===== src/rtl/xmw_pkg.sv =====
package xmw_pkg;
  localparam int SEGS  = 4;
  localparam int WW    = 4;
  localparam int SEG_W = $clog2(SEGS);
  localparam int CFG_W = SEGS * WW;

  // segment 0 lives in the top nibble, segment SEGS-1 in the bottom one
  function automatic logic [WW-1:0] field_of(input logic [CFG_W-1:0] r,
                                             input logic [SEG_W-1:0] s);
    logic [CFG_W-1:0] sh;
    sh = r >> (WW * (SEGS - 1 - int'(s)));
    return sh[WW-1:0];
  endfunction

  function automatic logic [SEGS-1:0] sel_low(input logic [SEG_W-1:0] s);
    return ~(SEGS'(1) << s);
  endfunction
endpackage


===== src/rtl/xmw_cfg_reg.sv =====
module xmw_cfg_reg
  import xmw_pkg::*;
(
  input  logic             clk,
  input  logic             rst_n,
  input  logic             we,
  input  logic [CFG_W-1:0] wdata,
  input  logic [SEG_W-1:0] sel,
  output logic [CFG_W-1:0] q,
  output logic [WW-1:0]    wait_sel
);
  always_ff @(negedge clk or negedge rst_n) begin
    if (!rst_n)  q <= '0;
    else if (we) q <= wdata;
  end

  assign wait_sel = field_of(q, sel);

  a_r5_write_lands: assert property (@(negedge clk) disable iff (!rst_n)
    we |=> q == $past(wdata));
  a_r5_hold: assert property (@(negedge clk) disable iff (!rst_n)
    !we |=> $stable(q));
endmodule


===== src/rtl/xmw_seq.sv =====
module xmw_seq
  import xmw_pkg::*;
(
  input  logic          clk,
  input  logic          rst_n,
  input  logic          req,
  input  logic [WW-1:0] wait_ld,
  output logic          active,
  output logic          start,
  output logic          finish
);
  logic [WW-1:0] cnt;

  assign start  = req && !active;
  assign finish = active && (cnt == '0);

  always_ff @(negedge clk or negedge rst_n) begin
    if (!rst_n) begin
      active <= 1'b0;
      cnt    <= '0;
    end else if (start) begin
      active <= 1'b1;
      cnt    <= wait_ld;
    end else if (finish) begin
      active <= 1'b0;
    end else if (active) begin
      cnt <= cnt - 1'b1;
    end
  end

  a_r2_no_early_end: assert property (@(negedge clk) disable iff (!rst_n)
    (active && cnt != '0) |=> active);
  a_r7_gap_after_end: assert property (@(negedge clk) disable iff (!rst_n)
    finish |=> !active);
  a_r10_count_down: assert property (@(negedge clk) disable iff (!rst_n)
    (active && cnt != '0) |=> cnt == $past(cnt) - 1'b1);
endmodule


===== src/rtl/xmw_bus_drv.sv =====
module xmw_bus_drv
  import xmw_pkg::*;
#(
  parameter int AW = 16,
  parameter int DW = 16
) (
  input  logic             clk,
  input  logic             rst_n,
  input  logic             start,
  input  logic             finish,
  input  logic [SEG_W-1:0] seg,
  input  logic [AW-1:0]    addr,
  input  logic [DW-1:0]    db_in,
  output logic [SEGS-1:0]  ce_n,
  output logic [AW-1:0]    ab,
  output logic [DW-1:0]    rdata,
  output logic             done
);
  for (genvar g = 0; g < SEGS; g++) begin : g_ce
    always_ff @(negedge clk or negedge rst_n) begin
      if (!rst_n)                             ce_n[g] <= 1'b1;
      else if (start && seg == SEG_W'(g))     ce_n[g] <= 1'b0;
      else if (finish)                        ce_n[g] <= 1'b1;
    end
  end

  always_ff @(negedge clk or negedge rst_n) begin
    if (!rst_n) begin
      ab    <= '0;
      rdata <= '0;
      done  <= 1'b0;
    end else begin
      done <= finish;
      if (start)  ab    <= addr;
      if (finish) rdata <= db_in;
    end
  end

  a_r8_one_enable: assert property (@(negedge clk) disable iff (!rst_n)
    $onehot0(~ce_n));
  a_r4_addr_hold: assert property (@(negedge clk) disable iff (!rst_n)
    !start |=> $stable(ab));
  a_r3_addr_with_enable: assert property (@(negedge clk) disable iff (!rst_n)
    start |=> (ab == $past(addr)) && (ce_n == sel_low($past(seg))));
  a_r6_done_single: assert property (@(negedge clk) disable iff (!rst_n)
    done |=> !done);
  a_r6_capture: assert property (@(negedge clk) disable iff (!rst_n)
    finish |=> done && rdata == $past(db_in) && ce_n == '1);
endmodule


===== src/rtl/xmem_wait_ctl.sv =====
module xmem_wait_ctl
  import xmw_pkg::*;
#(
  parameter int AW = 16,
  parameter int DW = 16
) (
  input  logic             clk,
  input  logic             rst_n,
  input  logic             req,
  input  logic [SEG_W-1:0] seg,
  input  logic [AW-1:0]    addr,
  output logic             busy,
  output logic             done,
  output logic [DW-1:0]    rdata,
  input  logic             cfg_we,
  input  logic [CFG_W-1:0] cfg_wdata,
  output logic [CFG_W-1:0] cfg_rdata,
  output logic [SEGS-1:0]  ce_n,
  output logic [AW-1:0]    ab,
  output logic             rwn,
  input  logic [DW-1:0]    db_in
);
  logic [WW-1:0] wait_sel;
  logic          active, start, finish;

  xmw_cfg_reg u_cfg (
    .clk(clk), .rst_n(rst_n), .we(cfg_we), .wdata(cfg_wdata),
    .sel(seg), .q(cfg_rdata), .wait_sel(wait_sel)
  );

  xmw_seq u_seq (
    .clk(clk), .rst_n(rst_n), .req(req), .wait_ld(wait_sel),
    .active(active), .start(start), .finish(finish)
  );

  xmw_bus_drv #(.AW(AW), .DW(DW)) u_bus (
    .clk(clk), .rst_n(rst_n), .start(start), .finish(finish),
    .seg(seg), .addr(addr), .db_in(db_in),
    .ce_n(ce_n), .ab(ab), .rdata(rdata), .done(done)
  );

  assign busy = active;
  assign rwn  = 1'b1;

  a_r7_busy_covers_enable: assert property (@(negedge clk) disable iff (!rst_n)
    (ce_n != '1) |-> busy);
  a_r11_idle_quiet: assert property (@(negedge clk) disable iff (!rst_n)
    (!req && !busy) |=> ce_n == '1);
endmodule


===== config.mk =====
export PLATFORM = sky130hd
export DESIGN_NAME = xmem_wait_ctl
export DESIGN_NICKNAME = d
export VERILOG_FILES = /design/src/rtl/xmw_pkg.sv /design/src/rtl/xmw_cfg_reg.sv /design/src/rtl/xmw_seq.sv /design/src/rtl/xmw_bus_drv.sv /design/src/rtl/xmem_wait_ctl.sv
export SDC_FILE = /design/constraint.sdc
export NUM_CORES = 1
export LEC_CHECK = 0
export BUFFER_PORTS_ARGS = -buffer_cell sky130_fd_sc_hd__buf_4
export CORE_UTILIZATION = 30
export CTS_BUF_LIST = sky130_fd_sc_hd__clkbuf_8
export CTS_CLUSTER_SIZE = 24
export DETAILED_ROUTE_END_ITERATION = 12
export PLACE_DENSITY_LB_ADDON = 0.12
export SLEW_MARGIN = 20
export SYNTH_ARGS = -nofsm -noshare
export SYNTH_HDL_FRONTEND = slang
export SYNTH_SLANG_ARGS = --single-unit

===== constraint.sdc =====
create_clock -name clk -period 3.7 [get_ports clk]
set_input_delay 0.37 -clock clk [delete_from_list [all_inputs] [get_ports clk]]
set_output_delay 0.37 -clock clk [all_outputs]
set_load 0.03 [all_outputs]

Yosys cells after proc, flatten, opt, wreduce, memory -nomap -nowiden
Cells that the tools add are included.

word-level totals
  register bits = 58
  bits in latches = 0
  memory bits (writable) = 0
  memory bits (read-only) = 0
  bits of input ports = 54
  output and inout port bits = 55
  word-level logic and storage cells = 43
  memories kept = 0

cells by class
  $add $sub $neg = 2
  multipliers = 0
  div/mod/pow operators = 0
  order comparisons = 0
  eq/ne operators = 4
  shifts and indexed selects = 1
  mux-type cells = 10
  bitwise logic cells = 0
  reduce and logical (&&, ||, !) cells = 16

operators by type and width
  operator                                                            count
  16-bit by 32-bit >> shifter with 4-bit output                       1
  4-bit two-way mux                                                   3
  2-bit nonzero test                                                  6
  1-bit two-way mux                                                   7
  1-bit logical AND                                                   6
  2-bit == test, second input constant                                2
  4-bit logical NOT                                                   1
  4-bit by 1-bit subtractor with 4-bit output, second input constant  1
  2-bit by 2-bit subtractor with 3-bit output, first input constant   1
  2-bit by 1-bit == test with 1-bit output, second input constant     1
  2-bit logical NOT                                                   1
  2-bit by 1-bit != test with 1-bit output, second input constant     1
  2-bit AND reduction                                                 1
  1-bit logical NOT                                                   1

Depth between registers and ports, before layout
  depth after elaboration = 4
  gate-level depth with buffers = 7
  mapped depth without buffers = 5

Modules after synthesis
Synthesis repeated with hierarchy kept, for this count alone.

second synthesis, totals
  cell total of the unflattened synthesis = 154
  area total of the unflattened synthesis = 2471.1 µm²

modules (own cells, without submodules)
  module         instances  cells an instance  area each (µm²)  seq. area each (µm²)
  xmw_bus_drv    1          82                 1413.9           930.9
  xmw_cfg_reg    1          38                 708.2            400.4
  xmw_seq        1          32                 337.8            125.1
  xmem_wait_ctl  1          2                  11.3             0.0

==> results.py <==
metrics = {
    "worst_setup_path": {
        "crit_buf_inv": 1,
        "reg2regPathDepth": 6,
        "r2r_slack_ns": 1.96,
        "crit_arrival_ns": 3.00,
        "slowest_delay_ns": 0.59,
        "r2r-end": "u_seq.cnt[1]",
        "cp_slowest_cell": "dfrtn_1",
        "worstSetupStartpointType": "register",
        "criticalPathCategory": "reg -> out",
        "r2r_start": "u_seq.cnt[0]",
        "worstPathRequired_ns": 3.33,
        "critical-path-top-delay-family": "flip-flops",
        "end_kind": "primary output",
        "critPathMaxFanout": 10,
        "cp_cell_sequence": "buf_4",
    },
    "synth": {
        "synth.avg_cell_area_um2": 15.6,
        "synth_commonest_cells": "dfrtn_1 (54), mux2_2 (37), mux2_4 (12)",
        "ys.flop_type": "dfrtn_1",
        "ys_ff_latch": 58,
        "synth_cells": 159,
        "syn_area_um2": 2470,
        "async_flop_share_pct": 100,
        "synth_warnings": 0,
        "yosysMostFrequentCell": "dfrtn_1",
        "synth_edf_count": 0,
        "ys_types": 33,
        "synthDominantCellAreaShare_pct": 54.6,
        "synthTopCellsByArea": "dfrtn_1 (55%), mux2_2 (17%), mux2_4 (7.3%)",
        "ys_seq_area_share_pct": 58.9,
        "synth_top_cell_by_area": "dfrtn_1",
        "syn_nets": 215,
    },
    "clock_tree": {
        "cts_tree": "yes",
        "cts_made_buffers": 9,
        "htree_levels": 3,
        "cts.clk_slew.worst_paths_ns": 0.05,
        "cts.sinks": 58,
        "cts_buffer_depth": 2,
        "cts-root-buf": "clkbuf_8",
        "cts-resized-gates": 0,
        "hold_buffers": 0,
        "post-cts-setup-buffers": 0,
        "clk_latency_ns": 0.36,
    },
    "global_route": {
        "grt_pass1_vias": 1697,
        "grt-ovfl-total": 0,
        "grt.total_usage_pct": 13.1,
        "grt_first_pass_wirelength_um": 8510,
        "grt_max_degree": 59,
        "antenna_found_initial": 0,
    },
    "detailed_routing": {
        "drt-initial-drc-count": 77,
        "finalWirelength_um": 5340,
        "drc": 0,
        "vias": 1663,
        "final_antenna_net_count": 0,
        "via_per_inst": 4.40,
        "wl_per_cell_um": 14.1,
        "drt_first_pass_iters": 4,
    },
    "sta": {
        "finalSetupTns_ns": 0,
        "rsz0062_at_grt": "false",
        "relSlewSlack_pct": 50.4,
        "finalSetupViolCount": 0,
        "hold_violations": 0,
        "final.setup.worst_slack_ns": 0.334,
        "tightest_slew_ns": 0.744,
        "final_max_slew_viol_count": 0,
        "clock_skew_ns": 0.0521,
    },
    "final_layout": {
        "drive_above_1_share_pct": 65.2,
        "syn_to_final_growth_pct": 41.1,
        "fill_cells": 744,
        "diodes": 0,
        "fin_nets": 327,
        "stdcell_count": 378,
        "fin_area_um2": 3490,
    },
    "floorplan": {
        "core_um2": 7850,
        "die-area_um2": 8610,
        "initial_core_util_pct": 31.5,
        "die_w_um": 92.8,
        "ios": 109,
        "die_h_um": 92.8,
        "rows": 32,
    },
    "power_and_ir_drop": {
        "p_leak_nw": 1.67,
        "powerDensity_nw_per_um2": 829,
        "power_mw": 2.89,
        "ir_worst_vdd_mv": 0.265,
    },
    "hold_path": {
        "hp-class": "reg -> reg",
        "hold_depth": 1,
        "hold_path_startpoint": "u_bus.rdata[1]",
        "hold_end": "u_bus.rdata[1]",
    },
    "place": {
        "place_congestion": 0.707,
        "dp_worst_setup_slack_ns": 0.373,
        "port_buffers": 107,
        "placed_area_um2": 3320,
        "hpwlAfterDp_um": 3700,
        "dp_cells": 359,
    },
    "run": {
        "cap_violations": 0,
    },
    "run_status": {
        "status": "completed",
    },
}
[cell families after synthesis]
kind of cell	count (synthesis)	synth area share, %
muxes	54	27.7
AOI/OAI and AO/OA	10	3.09
adders and majority gates	2	1.01
DFF	58	58.9
buffers and inverters	15	4.91
and+or+nand+nor	19	4.30
other	1	0.152
[where the power goes]
group / switching [mW] / internal [mW]
Combinational: 0.720 / 0.622
Clock: 0.246 / 0.256
Sequential: 0.143 / 0.907
Total: 1.11 / 1.78
[metrics by stage]
step	hold WS, ns	util (%)
floorplan	0.476	-
global placement	0.453	42.3
detailed placement	0.458	42.3
CTS	0.458	44.5
global route	0.469	44.5
finish	0.453	44.5
[state kept, by name, summed over array words and instances (netlist names)]
| name | count |
|---|---|
| u_bus.ab | 16 |
| u_seq.cnt | 4 |
| u_bus.done | 1 |
| u_cfg.q | 16 |
| u_bus.ce_n | 4 |
| u_seq.active | 1 |
| u_bus.rdata | 16 |
[layout make-up]
cell class / count / area [um^2] / area share (%)
Timing Repair Buffer: 109 / 818 / 23.4
Sequential cell: 58 / 1460 / 41.7
Multi-Input combinational cell: 86 / 898 / 25.7
Clock inverter: 10 / 41.3 / 1.18
Tap cell: 102 / 128 / 3.66
Inverter: 3 / 11.3 / 0.323
Clock buffer: 10 / 138 / 3.94
[cell usage in the layout, fill, tap and decap left out, types with 2 or more instances in the layout]
cell type,instances
mux2_4,12
clkbuf_8,10
dfrtn_1,54
ha_1,2
nand2_1,4
mux4_2,3
nand3b_1,2
inv_1,10
dfstp_2,4
clkinv_2,3
buf_4,109
mux2i_1,2
o21ai_0,2
nor2_1,5
mux2_2,37
[routing by layer]
metal	GRT usage (%)	up-vias	share of wire (%)
met5	0	-	0
met3	4.84	10	8.5
met1	16.9	799	43
met2	19.2	72	46
met4	6.54	0	1.8
li1	-	782	-
[worst max-delay path by stage]
stage            startpoint           end  slack, ns  cells after the start
2_1_floorplan        seg[0]  u_seq.cnt[1]       0.49                      3
3_3_place_gp         seg[0]  u_seq.cnt[1]       0.43                      3
3_5_place_dp         seg[0]  u_seq.cnt[1]       0.37                      3
4_1_cts        u_seq.active          busy       0.33                      1
5_1_grt        u_seq.active          busy       0.26                      1
6_report       u_seq.active          busy       0.33                      1
Note: power is estimated with default switching activity, not from simulation.
